===== src/rtl/itmr_pkg.sv =====
package itmr_pkg;
  localparam int unsigned OFS_STATUS  = 0;
  localparam int unsigned OFS_CTRL    = 1;
  localparam int unsigned OFS_PER_LO  = 2;
  localparam int unsigned OFS_PER_HI  = 3;
  localparam int unsigned OFS_SNAP_LO = 4;
  localparam int unsigned OFS_SNAP_HI = 5;

  localparam int unsigned ST_TIMEOUT = 0;
  localparam int unsigned ST_RUN     = 1;

  localparam int unsigned CT_IEN   = 0;
  localparam int unsigned CT_CONT  = 1;
  localparam int unsigned CT_START = 2;
  localparam int unsigned CT_STOP  = 3;

  typedef struct packed {
    logic cont;
    logic ien;
  } ctrl_t;
endpackage


===== src/rtl/itmr_regfile.sv =====
module itmr_regfile
  import itmr_pkg::*;
#(
  parameter int unsigned BUS_W  = 32,
  parameter int unsigned HALF_W = 16,
  parameter int unsigned ADDR_W = 3,
  localparam int unsigned CNT_W = 2 * HALF_W
) (
  input  logic              clk_i,
  input  logic              rst_ni,
  input  logic              wr_en_i,
  input  logic [ADDR_W-1:0] addr_i,
  input  logic [BUS_W-1:0]  wdata_i,
  output logic [BUS_W-1:0]  rdata_o,
  input  logic              run_i,
  input  logic              timeout_i,
  input  logic [CNT_W-1:0]  snap_i,
  output ctrl_t             ctrl_o,
  output logic [CNT_W-1:0]  per_o,
  output logic [CNT_W-1:0]  per_next_o,
  output logic              per_wr_o,
  output logic              start_o,
  output logic              stop_o,
  output logic              clr_o,
  output logic              cap_o
);
  logic sel_status, sel_ctrl, sel_lo, sel_hi, sel_snap;
  ctrl_t ctrl_q;
  logic [CNT_W-1:0] per_q, per_d;
  logic unused_wdata;

  assign unused_wdata = ^wdata_i[BUS_W-1:HALF_W];

  assign sel_status = wr_en_i && (addr_i == ADDR_W'(OFS_STATUS));
  assign sel_ctrl   = wr_en_i && (addr_i == ADDR_W'(OFS_CTRL));
  assign sel_lo     = wr_en_i && (addr_i == ADDR_W'(OFS_PER_LO));
  assign sel_hi     = wr_en_i && (addr_i == ADDR_W'(OFS_PER_HI));
  assign sel_snap   = wr_en_i && (addr_i == ADDR_W'(OFS_SNAP_LO));

  always_comb begin
    per_d = per_q;
    if (sel_lo) per_d[HALF_W-1:0]     = wdata_i[HALF_W-1:0];
    if (sel_hi) per_d[CNT_W-1:HALF_W] = wdata_i[HALF_W-1:0];
  end

  always_ff @(posedge clk_i or negedge rst_ni) begin
    if (!rst_ni) begin
      per_q  <= '0;
      ctrl_q <= '0;
    end else begin
      per_q <= per_d;
      if (sel_ctrl) begin
        ctrl_q.ien  <= wdata_i[CT_IEN];
        ctrl_q.cont <= wdata_i[CT_CONT];
      end
    end
  end

  assign ctrl_o     = ctrl_q;
  assign per_o      = per_q;
  assign per_next_o = per_d;
  assign per_wr_o   = sel_lo || sel_hi;
  assign start_o    = sel_ctrl && wdata_i[CT_START];
  assign stop_o     = sel_ctrl && wdata_i[CT_STOP];
  assign clr_o      = sel_status;
  assign cap_o      = sel_snap;

  always_comb begin
    rdata_o = '0;
    case (addr_i)
      ADDR_W'(OFS_STATUS): begin
        rdata_o[ST_TIMEOUT] = timeout_i;
        rdata_o[ST_RUN]     = run_i;
      end
      ADDR_W'(OFS_CTRL): begin
        rdata_o[CT_IEN]  = ctrl_q.ien;
        rdata_o[CT_CONT] = ctrl_q.cont;
      end
      ADDR_W'(OFS_PER_LO):  rdata_o[HALF_W-1:0] = per_q[HALF_W-1:0];
      ADDR_W'(OFS_PER_HI):  rdata_o[HALF_W-1:0] = per_q[CNT_W-1:HALF_W];
      ADDR_W'(OFS_SNAP_LO): rdata_o[HALF_W-1:0] = snap_i[HALF_W-1:0];
      ADDR_W'(OFS_SNAP_HI): rdata_o[HALF_W-1:0] = snap_i[CNT_W-1:HALF_W];
      default: rdata_o = '0;
    endcase
  end

  AST_CTRL_HOLD: assert property (@(posedge clk_i) disable iff (!rst_ni)
    !sel_ctrl |=> $stable(ctrl_q)) else $error("control changed without write");
  AST_PER_HOLD: assert property (@(posedge clk_i) disable iff (!rst_ni)
    !(sel_lo || sel_hi) |=> $stable(per_q)) else $error("period changed without write");
endmodule


===== src/rtl/itmr_core.sv =====
module itmr_core #(
  parameter int unsigned CNT_W = 32
) (
  input  logic             clk_i,
  input  logic             rst_ni,
  input  logic             cont_i,
  input  logic             start_i,
  input  logic             stop_i,
  input  logic             clr_i,
  input  logic             load_i,
  input  logic [CNT_W-1:0] load_val_i,
  input  logic [CNT_W-1:0] reload_val_i,
  output logic [CNT_W-1:0] cnt_o,
  output logic             run_o,
  output logic             timeout_o
);
  localparam logic [CNT_W-1:0] ONE = CNT_W'(1);

  logic [CNT_W-1:0] cnt_q;
  logic run_q, to_q, expire;

  assign expire = run_q && (cnt_q == '0);

  always_ff @(posedge clk_i or negedge rst_ni) begin
    if (!rst_ni) begin
      cnt_q <= '0;
      run_q <= 1'b0;
      to_q  <= 1'b0;
    end else begin
      if (run_q)       cnt_q <= expire ? reload_val_i : cnt_q - ONE;
      else if (load_i) cnt_q <= load_val_i;
      // command write beats expiry for the running bit; stop beats start
      if (stop_i)                 run_q <= 1'b0;
      else if (start_i)           run_q <= 1'b1;
      else if (expire && !cont_i) run_q <= 1'b0;
      // new expiry beats a clear in the same cycle
      if (expire)     to_q <= 1'b1;
      else if (clr_i) to_q <= 1'b0;
    end
  end

  assign cnt_o     = cnt_q;
  assign run_o     = run_q;
  assign timeout_o = to_q;

  AST_DECREMENT: assert property (@(posedge clk_i) disable iff (!rst_ni)
    run_q && !expire |=> cnt_q == $past(cnt_q) - ONE) else $error("count step");
  AST_EXPIRE_FLAG: assert property (@(posedge clk_i) disable iff (!rst_ni)
    expire |=> to_q) else $error("expiry lost");
  AST_CONT_KEEP: assert property (@(posedge clk_i) disable iff (!rst_ni)
    expire && cont_i && !stop_i |=> run_q) else $error("continuous halted");
  AST_ONESHOT_END: assert property (@(posedge clk_i) disable iff (!rst_ni)
    expire && !cont_i && !start_i |=> !run_q) else $error("one-shot kept running");
  AST_STOP_WINS: assert property (@(posedge clk_i) disable iff (!rst_ni)
    stop_i |=> !run_q) else $error("stop ignored");
  AST_CLR_FLAG: assert property (@(posedge clk_i) disable iff (!rst_ni)
    clr_i && !expire |=> !to_q) else $error("clear ignored");
endmodule


===== src/rtl/itmr_snap.sv =====
module itmr_snap #(
  parameter int unsigned CNT_W = 32
) (
  input  logic             clk_i,
  input  logic             rst_ni,
  input  logic             cap_i,
  input  logic [CNT_W-1:0] cnt_i,
  output logic [CNT_W-1:0] snap_o
);
  logic [CNT_W-1:0] snap_q;

  always_ff @(posedge clk_i or negedge rst_ni) begin
    if (!rst_ni)    snap_q <= '0;
    else if (cap_i) snap_q <= cnt_i;
  end

  assign snap_o = snap_q;

  AST_SNAP_CAPTURE: assert property (@(posedge clk_i) disable iff (!rst_ni)
    cap_i |=> snap_q == $past(cnt_i)) else $error("snapshot value");
  AST_SNAP_HOLD: assert property (@(posedge clk_i) disable iff (!rst_ni)
    !cap_i |=> $stable(snap_q)) else $error("snapshot drifted");
endmodule


===== src/rtl/interval_timer.sv =====
module interval_timer
  import itmr_pkg::*;
#(
  parameter int unsigned BUS_W  = 32,
  parameter int unsigned HALF_W = 16,
  parameter int unsigned ADDR_W = 3
) (
  input  logic              clk_i,
  input  logic              rst_ni,
  input  logic              wr_en_i,
  input  logic [ADDR_W-1:0] addr_i,
  input  logic [BUS_W-1:0]  wdata_i,
  output logic [BUS_W-1:0]  rdata_o,
  output logic              irq_o
);
  localparam int unsigned CNT_W = 2 * HALF_W;

  ctrl_t ctrl;
  logic [CNT_W-1:0] per, per_next, cnt, snap;
  logic per_wr, start, stop, clr, cap, run, timeout;

  itmr_regfile #(.BUS_W(BUS_W), .HALF_W(HALF_W), .ADDR_W(ADDR_W)) u_regs (
    .clk_i, .rst_ni, .wr_en_i, .addr_i, .wdata_i, .rdata_o,
    .run_i(run), .timeout_i(timeout), .snap_i(snap),
    .ctrl_o(ctrl), .per_o(per), .per_next_o(per_next), .per_wr_o(per_wr),
    .start_o(start), .stop_o(stop), .clr_o(clr), .cap_o(cap)
  );

  itmr_core #(.CNT_W(CNT_W)) u_core (
    .clk_i, .rst_ni, .cont_i(ctrl.cont), .start_i(start), .stop_i(stop),
    .clr_i(clr), .load_i(per_wr), .load_val_i(per_next), .reload_val_i(per),
    .cnt_o(cnt), .run_o(run), .timeout_o(timeout)
  );

  itmr_snap #(.CNT_W(CNT_W)) u_snap (
    .clk_i, .rst_ni, .cap_i(cap), .cnt_i(cnt), .snap_o(snap)
  );

  assign irq_o = timeout && ctrl.ien;

  AST_IRQ_DROP: assert property (@(posedge clk_i) disable iff (!rst_ni)
    wr_en_i && addr_i == ADDR_W'(OFS_STATUS) && !(run && cnt == '0) |=> !irq_o)
    else $error("irq not cleared");
endmodule


===== config.mk =====
export PLATFORM = sky130hd
export DESIGN_NAME = interval_timer
export DESIGN_NICKNAME = d
export VERILOG_FILES = /design/src/rtl/itmr_pkg.sv /design/src/rtl/itmr_regfile.sv /design/src/rtl/itmr_core.sv /design/src/rtl/itmr_snap.sv /design/src/rtl/interval_timer.sv
export SDC_FILE = /design/constraint.sdc
export NUM_CORES = 1
export LEC_CHECK = 0
export BUFFER_PORTS_ARGS = -buffer_cell sky130_fd_sc_hd__buf_2
export CAP_MARGIN = 20
export CORE_UTILIZATION = 48
export DETAILED_ROUTE_END_ITERATION = 8
export GPL_ROUTABILITY_DRIVEN = 1
export PLACE_DENSITY = 0.71
export SYNTH_ARGS = -nofsm -noshare
export SYNTH_HDL_FRONTEND = slang
export SYNTH_SLANG_ARGS = --single-unit
export TNS_END_PERCENT = 5

===== constraint.sdc =====
create_clock -name clk_i -period 2.09 [get_ports clk_i]
set_input_delay 0.3135 -clock clk_i [delete_from_list [all_inputs] [get_ports clk_i]]
set_output_delay 0.3135 -clock clk_i [all_outputs]
set_load 0.05 [all_outputs]

# --- Yosys cells after proc, flatten, opt, wreduce, memory -nomap -nowiden ---
# Index checks and enable logic that the tools add are counted.
op_classes:
  n_shift: 0
  multipliers: 0
  n_eq_ne: 5
  add_sub_neg: 1
  div_mod_pow: 0
  muxes: 12
  reduce_logical: 17
  magnitude_cmp: 0
  bitwise: 0
op_table:
  columns: ["operator", "n"]
  rows:
  - ["32-bit 2-to-1 mux", 3]
  - ["14-bit case mux with 4 select lines", 1]
  - ["32-bit logical NOT", 1]
  - ["16-bit 2-to-1 mux", 2]
  - ["32-bit by 1-bit subtractor with 32-bit output, second input constant", 1]
  - ["2-bit case mux with 6 select lines", 1]
  - ["1-bit logical AND", 10]
  - ["3-bit by 2-bit == test with 1-bit output, second input constant", 2]
  - ["3-bit == test, second input constant", 2]
  - ["1-bit 2-to-1 mux", 5]
  - ["2-bit nonzero test", 2]
  - ["3-bit by 1-bit == test with 1-bit output, second input constant", 1]
  - ["3-bit logical NOT", 1]
  - ["3-bit nonzero test", 1]
  - ["1-bit logical NOT", 1]
  - ["1-bit logical OR", 1]
word_totals:
  ram_bits: 0
  in_bits: 38
  ff_bits: 100
  mem_bits_ro: 0
  n_memories: 0
  output_inout_bits: 33
  latchBits: 0
  word_cells: 42

# --- Logic depth before layout (Yosys ltp) ---
depth:
  depth_word: 6
  mapped_depth: 8

# --- Hierarchy ---
# A second synthesis with hierarchy kept.
hier_totals:
  cells_unflattened: 504
  hier_area_um2: 5840.6
modules_own_cells:
  columns: ["module", "area_each_um2", "n_inst", "cells_per_inst"]
  rows:
  - ["itmr_core", 2492.4, 1, 273]
  - ["itmr_regfile", 1996.9, 1, 162]
  - ["itmr_snap", 1345.0, 1, 68]
  - ["interval_timer", 6.3, 1, 1]

# --- Worst setup path before layout ---
# No wires, ideal clock.
synth_path:
  path_type: "input port to output port"
  from: "input addr_i[0]"
  to: "output rdata_o[11]"
  t_arrival_ps: 2182
  required_ps: 1776
  setup_slack_ps: -405
  path_stages: 6
  n_path_buf: 4
  path_cell_list: "clkbuf_1 > buf_2 > buf_2 > buf_2 > mux2i_1 > o22ai_1"
synth_via:
  elab_chain_len: 2
synth_rtl:
  columns: ["item", "line_no", "source"]
  rows:
  - ["from (decl)", "interval_timer.sv:11", "input logic [ADDR_W-1:0] addr_i,"]
  - ["3-bit == test / 3-bit by 2-bit == test with 1-bit output (equally long branches)", "itmr_regfile.sv:70", "case (addr_i)"]
  - ["14-bit case mux with 4 select lines *", "itmr_regfile.sv:70", null]
  - ["to (decl)", "interval_timer.sv:13", "output logic [BUS_W-1:0] rdata_o,"]
# Mark *: on every way between the ends. The rest lies on a longest branch, timed or not.

# --- Final worst setup path ---
layout_path:
  from: "register u_core.cnt_q[0], in the netlist u_core.cnt_o[0]"
  to: "register u_core.cnt_q[13], in the netlist u_core.cnt_o[13]"
layout_via:
  elab_chain_len: 4
layout_rtl:
  columns: ["item", "line_no", "source"]
  rows:
  - ["from (decl)", "itmr_core.sv:19", "logic [CNT_W-1:0] cnt_q;"]
  - ["from (signal assigned)", "itmr_core.sv:30", "if (run_q) cnt_q <= expire ? reload_val_i : cnt_q - ONE;"]
  - ["from (signal assigned)", "itmr_core.sv:31", "else if (load_i) cnt_q <= load_val_i;"]
  - ["parallel branches: the longest is 2 deep, another holds 32-bit by 1-bit subtractor with 32-bit output", null, null]
  - ["32-bit 2-to-1 mux * (2 in a row)", "itmr_core.sv:30", null]
# Mark *: on every way between the ends.
# A chain may end at the register's enable or synchronous reset.

==> impl_metrics.toml <==
[finish]
syn_to_final_growth_pct = 23.15
fin_area_um2 = 7162
final_util_pct = 61.67
drive_gt1_share_pct = 38.46
fin_cells = 780
nNetsFinal = 671
antenna_cells = 0

[worst_setup_path]
cp_cell_sequence = "buf_4, or4_4, or3_4, buf_6, nor4_4, xnor2_1, o31ai_2"
worst-path-max-fanout = 5
critical_path.top_delay_family = "simple AND/OR/NAND/NOR gates"
slowest_delay_ns = 0.55
cpMaxStageDelayCell = "or4_4"
required_ns = 2.35
arrival_ns = 2.40
crit_buf_inv = 2
cp-end-kind = "flip-flop"
critPathKind = "reg2reg"
start_kind = "flip-flop"

[clock_network]
cts_max_path_buffers = 2
clk_pin_slew_ns = 0.07
root_buffer = "clkbuf_16"
cts_tree = "yes"
numCtsBuffers = 9
cts.sinks = 100
clk-insertion-delay-late_ns = 0.35
cts_max_level = 3

[placed_design]
io_buffers = 38
placed_area_um2 = 6690
gp_congestion = 0.9277
dpl.cell_count = 760
hpwl_um = 11240

[run_status]
outcome = "finished, violations left"
violations = "DRC, setup timing"

[sta]
drv_slew = 0
period_share_pct = 102.2
relSlewSlack_pct = 63.75
fin_ws_ns = -0.04693
hold_viol = 0
post-route-min-period_ns = 2.137
worst_pin_slew_ns = 0.5438
fmax_mhz = 468.0
final-setup-viol-count = 11
finClkSkew_ns = 0.009245
rsz0062_at_grt = "yes"

[synthesis]
ys_seq_area_share_pct = 43.03
yosys.area_share.simple_pct = 11.51
muxShareOfSynthArea_pct = 22.61
yosys.cell_types.count = 63
synthCells = 539
synth_top_family_by_area = "multiplexers"
synth_xor_area_share_pct = 2.410
synth_edf_count = 0
synth_adder_area_share_pct = 0.2151
synth_compound_area_share_pct = 14.65
synth_top_area_share_pct = 43.03
synth_top_area_cell = "dfrtp_1"
ys_ff_latch = 100
async_reset_ff_share_pct = 100.0
synth_ff_type = "dfrtp_1"
synth_area_leaders = "dfrtp_1, mux2_2, mux2i_1"
syn_area_um2 = 5816
synth_warnings = 0
syn_area_per_cell_um2 = 10.79

[floorplan]
start_util_pct = 50.08
core_um2 = 11610
num_io_pins = 71
dieHeight_um = 112.1
fp.dieW_um = 112.1
die_area_um2 = 12560
rows = 39

[grt]
grt_overflow = 0
grt_max_degree = 48
grt_pass1_vias = 4916
grt_pass1_wl_um = 25880
antenna_found_initial = 0
track_usage_pct = 26.62

[run]
cap_violations = 0

[worst_hold_path]
hold_path.class = "in2reg"

[power]
power_density_nw_per_um2 = 1168
power.switching_mw = 3.163
leakage_nw = 3.156
irDropWorstVdd_mv = 0.6676
clkPwrFrac_pct = 19.3
power_frac_seq_pct = 38.4
power.share.switching_pct = 37.81
comb_power_share_pct = 42.3
p_int_mw = 5.202

[detailed_routing]
drt_pass1_iterations = 7
wl_um = 15930
drc = 6
initialDrtViolationCount = 308
wl_per_cell_um = 20.42
vias_per_cell = 6.132
vias = 4783
ant_nets = 0
[cell usage after synthesis, types with 4 or more instances]
master and count:
mux2_2 65, o22ai_1 19, a21oi_1 13, o21a_1 12, nand3_1 6, buf_2 16
nand4_1 4, nor3_1 13, xnor2_1 9, dfrtp_1 100, clkbuf_1 17, nand2_1 21
a31oi_1 13, o211ai_1 11, xor2_1 7, inv_1 7, or3_1 5, o31ai_1 7
a211oi_1 10, mux2i_1 56, buf_4 16, o21ai_0 19, nor2_1 29
[metrics by stage]
| stage | setup WS, ns | TNS [ns] | hold slack (ns) | power, mW |
|---|---|---|---|---|
| 6_report | -0.04693 | -0.2040 | 0.2100 | 8.365 |
| 5_1_grt | -0.1335 | -1.799 | 0.2218 | 8.844 |
| 4_1_cts | -0.04224 | -0.1093 | 0.2085 | 8.291 |
| 3_5_place_dp | -0.1095 | -1.195 | 0.3321 | 6.589 |
| 3_3_place_gp | -0.07465 | -0.5681 | 0.3298 | 6.456 |
| 2_1_floorplan | -0.1107 | -1.574 | 0.01791 | 5.305 |
[path summary, 6_finish.rpt]
kind / start / slack, ns / depth (start not counted) / end
max reg2reg: u_core.cnt_o[0]$_DFFE_PN0P_ / -0.05 / 7 / u_core.cnt_o[13]$_DFFE_PN0P_
min: wdata_i[3] / 0.21 / 2 / u_core.run_o$_DFFE_PN0P_
max in group asynchronous: rst_ni / 0.94 / 3 / u_regs.per_o[12]$_DFF_PN0_
min reg2reg: u_snap.snap_o[17]$_DFFE_PN0P_ / 0.50 / 1 / u_snap.snap_o[17]$_DFFE_PN0P_
max: u_core.cnt_o[0]$_DFFE_PN0P_ / -0.05 / 7 / u_core.cnt_o[13]$_DFFE_PN0P_
min in group asynchronous: rst_ni / 0.50 / 2 / u_core.timeout_o$_DFFE_PN0P_
[flip-flops by register name, indices dropped and copies added (netlist names)]
register          count
u_snap.snap_o        32
u_core.cnt_o         32
u_regs.per_o         32
u_regs.ctrl_o         2
u_core.timeout_o      1
u_core.run_o          1
[cell usage in the layout, fill, tap and decap left out, types with 4 or more instances in the layout]
cell / netlist / layout
buf_12: 0 / 5
o31ai_1: 7 / 7
dfrtp_1: 100 / 99
or3_1: 5 / 4
inv_1: 7 / 7
o22ai_2: 0 / 15
mux2i_1: 56 / 56
a31oi_1: 13 / 13
o21ai_0: 19 / 10
nor4_4: 3 / 4
o21a_1: 12 / 12
nor3_1: 13 / 9
mux2_2: 65 / 65
clkbuf_16: 0 / 9
buf_6: 2 / 4
nor2_1: 29 / 29
nand4_1: 4 / 4
buf_2: 16 / 36
o21ai_1: 3 / 12
nand2_1: 21 / 19
o211ai_1: 11 / 11
xor2_1: 7 / 7
o22ai_1: 19 / 4
a21oi_1: 13 / 13
conb_1: 1 / 16
nand3_1: 6 / 6
buf_4: 16 / 73
xnor2_1: 9 / 9
a211oi_1: 10 / 9
[power groups by stage]
stage	logic, mW	clock network, mW	registers (mW)
after detailed placement	3.37	0	3.22
after CTS	3.45	1.64	3.20
after global routing	3.84	1.70	3.31
after floorplan	2.13	0	3.17
final	3.54	1.61	3.21
after global placement	3.28	0	3.17
[what timing repair did]
item                                    CTS  global route
resized for setup                        13            29
hold buffers                              1             0
pin swaps                                 2            13
endpoints found under the setup margin   27            33
cloned                                    0             1
setup buffers                             0             2
hold endpoints to repair                 38             0
[cell type report]
class                   instances  area, um^2
clock buffers                  13       270.3
clock inverters                 3       20.02
fillers                       951        4452
inverters                       7       26.28
multi-input cells             395        3279
flip-flops and latches        100        2504
well taps                     143       178.9
repair buffers                119       883.3
[cells by family after synthesis]
family	count (synthesis)
DFF	100
adders and majority gates	1
other	1
and+or+nand+nor	112
xor gates and xnor gates	16
muxes	122
AOI/OAI and AO/OA	127
buffers and inverters	60
[layer usage]
metal / wire [um] / GRT usage (%)
met3: 924 / 5.076
met2: 7965 / 45.84
met5: 0 / 0
met1: 6774 / 34.16
met4: 260 / 7.911
Power figures use the tool's default switching activity.
